$ cat config.mk
export PLATFORM = sky130hd
export DESIGN_NAME = cmp_evt_ctrl
export DESIGN_NICKNAME = d
export VERILOG_FILES = /design/src/rtl/cmp_evt_pkg.sv /design/src/rtl/cmp_sync_edge.sv /design/src/rtl/ref_settle_timer.sv /design/src/rtl/cmp_evt_flag.sv /design/src/rtl/cmp_evt_ctrl.sv
export SDC_FILE = /design/constraint.sdc
export NUM_CORES = 1
export LEC_CHECK = 0
export ABC_AREA = 1
export CORE_ASPECT_RATIO = 0.8
export CORE_MARGIN = 3
export CORE_UTILIZATION = 40
export DETAILED_ROUTE_END_ITERATION = 12
export GPL_TIMING_DRIVEN = 0
export PLACE_DENSITY = 0.68
export SYNTH_ARGS = -nofsm -noshare
export SYNTH_HDL_FRONTEND = slang
export SYNTH_HIERARCHICAL = 1
export SYNTH_SLANG_ARGS = --single-unit
$ cat constraint.sdc
create_clock -name clk -period 1.8 [get_ports clk]
set_input_delay 0.18 -clock clk [delete_from_list [all_inputs] [get_ports clk]]
set_output_delay 0.18 -clock clk [all_outputs]
set_load 0.005 [all_outputs]
$ cat src/rtl/cmp_evt_pkg.sv
package cmp_evt_pkg;

  typedef enum logic [1:0] {
    MODE_TOGGLE = 2'b00,
    MODE_RSVD   = 2'b01,
    MODE_FALL   = 2'b10,
    MODE_RISE   = 2'b11
  } cmp_mode_e;

  localparam int REG_W      = 8;
  localparam int BIT_DIS    = 7;
  localparam int BIT_REFSEL = 6;
  localparam int BIT_OUT    = 5;
  localparam int BIT_FLAG   = 4;
  localparam int BIT_IE     = 3;
  localparam int BIT_RSVD   = 2;

  localparam logic [REG_W-1:0] WR_MASK =
    (REG_W'(1) << BIT_DIS) | (REG_W'(1) << BIT_REFSEL) |
    (REG_W'(1) << BIT_IE) | REG_W'(3);

  // 1 when the step prev -> cur is an event for mode m
  function automatic logic evt_match(cmp_mode_e m, logic prev, logic cur);
    logic rise, fall;
    rise = cur & ~prev;
    fall = prev & ~cur;
    case (m)
      MODE_TOGGLE: evt_match = rise | fall;
      MODE_FALL:   evt_match = fall;
      MODE_RISE:   evt_match = rise;
      default:     evt_match = 1'b0;
    endcase
  endfunction

  // keep only writable control bits
  function automatic logic [REG_W-1:0] ctl_merge(logic [REG_W-1:0] wdata);
    ctl_merge = wdata & WR_MASK;
  endfunction

endpackage

$ cat src/rtl/cmp_sync_edge.sv
module cmp_sync_edge (
  input  logic clk,
  input  logic rst_n,
  input  logic async_in,
  output logic sync_out,
  output logic prev_out
);
  logic meta_q, sync_q, prev_q;

  // no reset: the synchronizer keeps tracking the comparator through reset
  always_ff @(posedge clk) begin
    meta_q <= async_in;
    sync_q <= meta_q;
    prev_q <= sync_q;
  end

  assign sync_out = sync_q;
  assign prev_out = prev_q;

  assert_prev_tracks_R1: assert property (@(posedge clk) disable iff (!rst_n)
    $rose(rst_n) or 1'b1 |=> prev_q == $past(sync_q));

endmodule

$ cat src/rtl/ref_settle_timer.sv
module ref_settle_timer #(
  parameter int SETTLE_CYCLES = 1250
) (
  input  logic clk,
  input  logic rst_n,
  input  logic pwr_en,
  output logic busy,
  output logic ready
);
  localparam int CW = $clog2(SETTLE_CYCLES + 1);
  localparam logic [CW-1:0] LOAD = CW'(SETTLE_CYCLES - 1);

  logic          pwr_q;
  logic [CW-1:0] cnt_q;
  logic          start;

  assign start = pwr_en & ~pwr_q;

  always_ff @(posedge clk) begin
    if (!rst_n) begin
      pwr_q <= 1'b0;
      cnt_q <= '0;
    end else begin
      pwr_q <= pwr_en;
      if (!pwr_en)             cnt_q <= '0;
      else if (start)          cnt_q <= LOAD;
      else if (cnt_q != '0)    cnt_q <= cnt_q - 1'b1;
    end
  end

  assign busy  = start | (cnt_q != '0);
  assign ready = pwr_en & ~busy;

  assert_start_busy_R11: assert property (@(posedge clk) disable iff (!rst_n)
    (pwr_en && !pwr_q) |-> !ready);
  assert_count_down_R11: assert property (@(posedge clk) disable iff (!rst_n)
    (pwr_en && pwr_q && cnt_q != '0) |=> (cnt_q == $past(cnt_q) - 1'b1));
  assert_ready_on_power_R11: assert property (@(posedge clk) disable iff (!rst_n)
    ready |-> pwr_en);

endmodule

$ cat src/rtl/cmp_evt_flag.sv
module cmp_evt_flag
  import cmp_evt_pkg::*;
(
  input  logic      clk,
  input  logic      rst_n,
  input  cmp_mode_e mode,
  input  logic      cmp_prev,
  input  logic      cmp_cur,
  input  logic      block,
  input  logic      clr_req,
  output logic      hit,
  output logic      flag
);
  logic flag_q;

  assign hit = ~block & evt_match(mode, cmp_prev, cmp_cur);

  always_ff @(posedge clk) begin
    if (!rst_n)       flag_q <= 1'b0;
    else if (hit)     flag_q <= 1'b1;
    else if (clr_req) flag_q <= 1'b0;
  end

  assign flag = flag_q;

  assert_hit_sets_R3: assert property (@(posedge clk) disable iff (!rst_n)
    hit |=> flag_q);
  assert_rsvd_quiet_R5: assert property (@(posedge clk) disable iff (!rst_n)
    (mode == MODE_RSVD && !flag_q) |=> !flag_q);
  assert_clear_wins_R7: assert property (@(posedge clk) disable iff (!rst_n)
    (clr_req && !hit) |=> !flag_q);
  assert_block_holds_R11: assert property (@(posedge clk) disable iff (!rst_n)
    (block && !flag_q) |=> !flag_q);

endmodule

$ cat src/rtl/cmp_evt_ctrl.sv
module cmp_evt_ctrl
  import cmp_evt_pkg::*;
#(
  parameter int SETTLE_CYCLES = 1250
) (
  input  logic       clk,
  input  logic       rst_n,
  input  logic       reg_wr_en,
  input  logic [7:0] reg_wdata,
  output logic [7:0] reg_rdata,
  input  logic       cmp_in,
  input  logic       bod_en,
  input  logic       gie,
  input  logic       vec_ack,
  output logic       irq,
  output logic       cmp_pwrdn,
  output logic       ref_sel,
  output logic       ref_pwr_en,
  output logic       ref_ready
);
  logic [REG_W-1:0] ctl_q;
  logic             cmp_sync, cmp_prev;
  logic             settle_busy;
  logic             evt_hit, flag;
  logic             clr_req;
  logic             evt_block;
  cmp_mode_e        mode;

  always_ff @(posedge clk) begin
    if (!rst_n)         ctl_q <= '0;
    else if (reg_wr_en) ctl_q <= ctl_merge(reg_wdata);
  end

  assign mode       = cmp_mode_e'(ctl_q[1:0]);
  assign cmp_pwrdn  = ctl_q[BIT_DIS];
  assign ref_sel    = ctl_q[BIT_REFSEL];
  assign ref_pwr_en = ctl_q[BIT_REFSEL] | bod_en;
  assign clr_req    = (reg_wr_en & reg_wdata[BIT_FLAG]) | vec_ack;
  assign evt_block  = ctl_q[BIT_DIS] | settle_busy;

  cmp_sync_edge u_sync (
    .clk      (clk),
    .rst_n    (rst_n),
    .async_in (cmp_in),
    .sync_out (cmp_sync),
    .prev_out (cmp_prev)
  );

  ref_settle_timer #(.SETTLE_CYCLES(SETTLE_CYCLES)) u_settle (
    .clk    (clk),
    .rst_n  (rst_n),
    .pwr_en (ref_pwr_en),
    .busy   (settle_busy),
    .ready  (ref_ready)
  );

  cmp_evt_flag u_flag (
    .clk      (clk),
    .rst_n    (rst_n),
    .mode     (mode),
    .cmp_prev (cmp_prev),
    .cmp_cur  (cmp_sync),
    .block    (evt_block),
    .clr_req  (clr_req),
    .hit      (evt_hit),
    .flag     (flag)
  );

  always_comb begin
    reg_rdata           = ctl_q & WR_MASK;
    reg_rdata[BIT_OUT]  = cmp_sync;
    reg_rdata[BIT_FLAG] = flag;
    reg_rdata[BIT_RSVD] = 1'b0;
  end

  assign irq = flag & ctl_q[BIT_IE] & gie;

  assert_irq_gie_R8: assert property (@(posedge clk) disable iff (!rst_n)
    irq |-> gie);
  assert_disable_quiet_R12: assert property (@(posedge clk) disable iff (!rst_n)
    cmp_pwrdn |-> !evt_hit);
  assert_settle_quiet_R11: assert property (@(posedge clk) disable iff (!rst_n)
    (ref_pwr_en && !ref_ready) |-> !evt_hit);
  assert_write_holds_R2: assert property (@(posedge clk) disable iff (!rst_n)
    reg_wr_en |=> (reg_rdata[7:6] == $past(reg_wdata[7:6])) &&
                  (reg_rdata[3] == $past(reg_wdata[3])) &&
                  (reg_rdata[1:0] == $past(reg_wdata[1:0])));

endmodule

==> results by group <==
Outcome
  – Status: finished clean

Detailed routing
  – Post-DRT Antenna Nets: 0
  – Routed len/inst: between 9 and 10 um
  – First-pass iteration count of the detailed router: 4
  – Via count: roughly 960
  – Drt total wl: ~2100 um
  – # DRC: 0
  – Number of DRC markers in iteration 0: 32
  – Via density: ~4.4

Clock network
  – CTS sink cnt: 21
  – Clock transition at path regs: between 0.1 and 0.15 ns
  – CTS buffer count: 3
  – CTS root buf: clkbuf_4
  – Worst skew pair latency: between 0.3 and 0.4 ns
  – CTS tree: yes
  – Post-CTS Hold Fix Bufs: 0
  – CTS H-tree depth: 1
  – Clock buffer depth: 2

Timing
  – Fin crit period: approximately 1.7 ns
  – Layout Skew: roughly 0.0047 ns
  – Hold Fails Final Rpt: 0
  – Final Cycle Share: between 90 and 100%
  – Max Clock Freq: approximately 600 MHz
  – RSZ-0062 raised after global routing: no
  – Pins Over Slew Limit: 0
  – Final setup violation count: 0

Setup path
  – Crit. End Element: primary output
  – Critical path class: register to primary output
  – CP startpoint: u_settle/cnt_q[0]
  – Flop-to-flop setup slack: 0.23 ns
  – CP endpoint: ref_ready
  – Worst endpoint required time: around 1.6 ns
  – Worst-path fanout max: 3
  – R2R cell count: 11
  – Worst r2r src: u_settle/cnt_q[0]
  – Worst EP arrival: 1.48 ns
  – Startpoint types: register
  – RR Endpoint: u_flag/flag

Power
  – Pleak: about 0.00070 uW
  – Overall Power: approximately 1100 uW
  – Worst vdd ir: ~0.46 mV
  – PwrDens: slightly below 800 nW/um^2

Floorplan
  – Initial Utilization: 43.2%
  – Area of the core: ~2500 sq um
  – Top-Level Pins: 28
  – Site row count: 16
  – DIE HEIGHT: around 52 um
  – Die W: 64.1 um
  – Full die area: approximately 3400 sq um

Job
  – Max Cap Viol: 0

Finish
  – Post-route insts no fill: 216
  – Area Growth Syn to Fin: 34.3%
  – Share of post-route cells with drive strength above 1: a little under a quarter
  – Diodes inserted: 0
  – NumNets Final: 199
  – Fillers: between 200 and 250

Placement
  – Port-buffer cells: 24
  – Global placement routability congestion: 0.741
  – Hpwl dp: 1570 um
  – Placed cells: just over 200

Global routing
  – First-pass GRT wire length: between 3000 and 4000 um
  – Largest net degree at the start of global routing: 13
  – Total track usage: a little over an eighth
  – Vias in the first global route: 804
  – Initial antenna violation count: 0
  – GRT overflow: 0

Logic synthesis
  – YS warnings: 6
  – Netlist Area Pre-Place: 1080 sq um
  – Syn_nets: roughly 170
  – Synth Instances: approximately 150
  – Mean Syn Cell Area: roughly 7.3 sq um

Worst hold path
  – Hold Path Class: input pin to register
sequential cells by signal, indices dropped and copies added, names as in the netlist:
name             cells
u_sync/sync_out      1
u_settle/pwr_q       1
u_flag/flag          1
u_sync/prev_out      1
u_sync/meta_q        1
u_settle/cnt_q      11
ctl_q                5
final cells by class:
type,count,area (sq um),share of cell area [%]
multi-input cells,95,538,37.1
flip-flops and latches,21,423,29.2
repair buffers,29,273,18.8
inverters,25,95.1,6.56
plain buffers,6,48.8,3.36
well taps,36,45.0,3.11
clock buffers,3,22.5,1.55
clock inverters,1,5.00,0.345
through the flow:
stage | utilization (%) | TNS, ns | setup slack (ns) | hold WS [ns] | area, sq um
floorplan | - | 0 | 0.173 | 0.208 | 1080
detailed placement | 54.6 | -0.209 | -0.182 | 0.314 | 1370
global route | 58.0 | 0 | 0.0387 | 0.298 | 1450
global placement | 54.6 | -0.147 | -0.147 | 0.313 | 1370
CTS | 57.7 | 0 | 0.0136 | 0.285 | 1440
finish | 58.0 | 0 | 0.139 | 0.299 | 1450
critical path, stage by stage (launching register included):
cell	delay, ns
dfxtp_2	0.35
inv_2	0.07
ha_4	0.15
nand3_4	0.09
nor2_4	0.15
nand2_4	0.07
clkinv_2	0.08
nand2_4	0.05
nor2_2	0.07
clkbuf_2	0.11
power breakdown:
group	switching, uW	leakage (uW)	internal (uW)
Sequential	29.3	0.000174	500
Combinational	194	0.000509	190
Clock	149	0.0000177	83.0
repair_timing:
action	in CTS	in global routing
buffers inserted	4	1
resized for setup	7	4
endpoints found under the setup margin	2	1
pin swaps	2	1
how the worst min path moves through the flow:
stage                        from         endpoint  cells past startpoint  slack [ns]
finish                     cmp_in    u_sync/meta_q                      1        0.30
global route               cmp_in    u_sync/meta_q                      1        0.30
CTS                        cmp_in    u_sync/meta_q                      1        0.29
detailed placement  u_sync/meta_q  u_sync/sync_out                      0        0.31
global placement    u_sync/meta_q  u_sync/sync_out                      0        0.31
floorplan                  cmp_in    u_sync/meta_q                      0        0.21
cell usage in the layout, fill, tap and decap left out, drive strengths merged, types with 3 or more instances in the layout:
master,instances
nand2,33
nor2,26
inv,24
clkdlybuf4s50,23
dfxtp,21
buf,11
a21oi,8
nand3,8
clkbuf,4
xnor2,3
or2,3
ha,3
o21ai,3
layer usage:
metal,GRT usage [%],up-vias,wire length [um]
li1,-,506,-
met1,16.8,428,1050
met2,22.3,19,941
met3,4.51,4,87
met4,3.16,0,14
met5,0,-,0
Note: power is estimated with default switching activity, not from simulation.
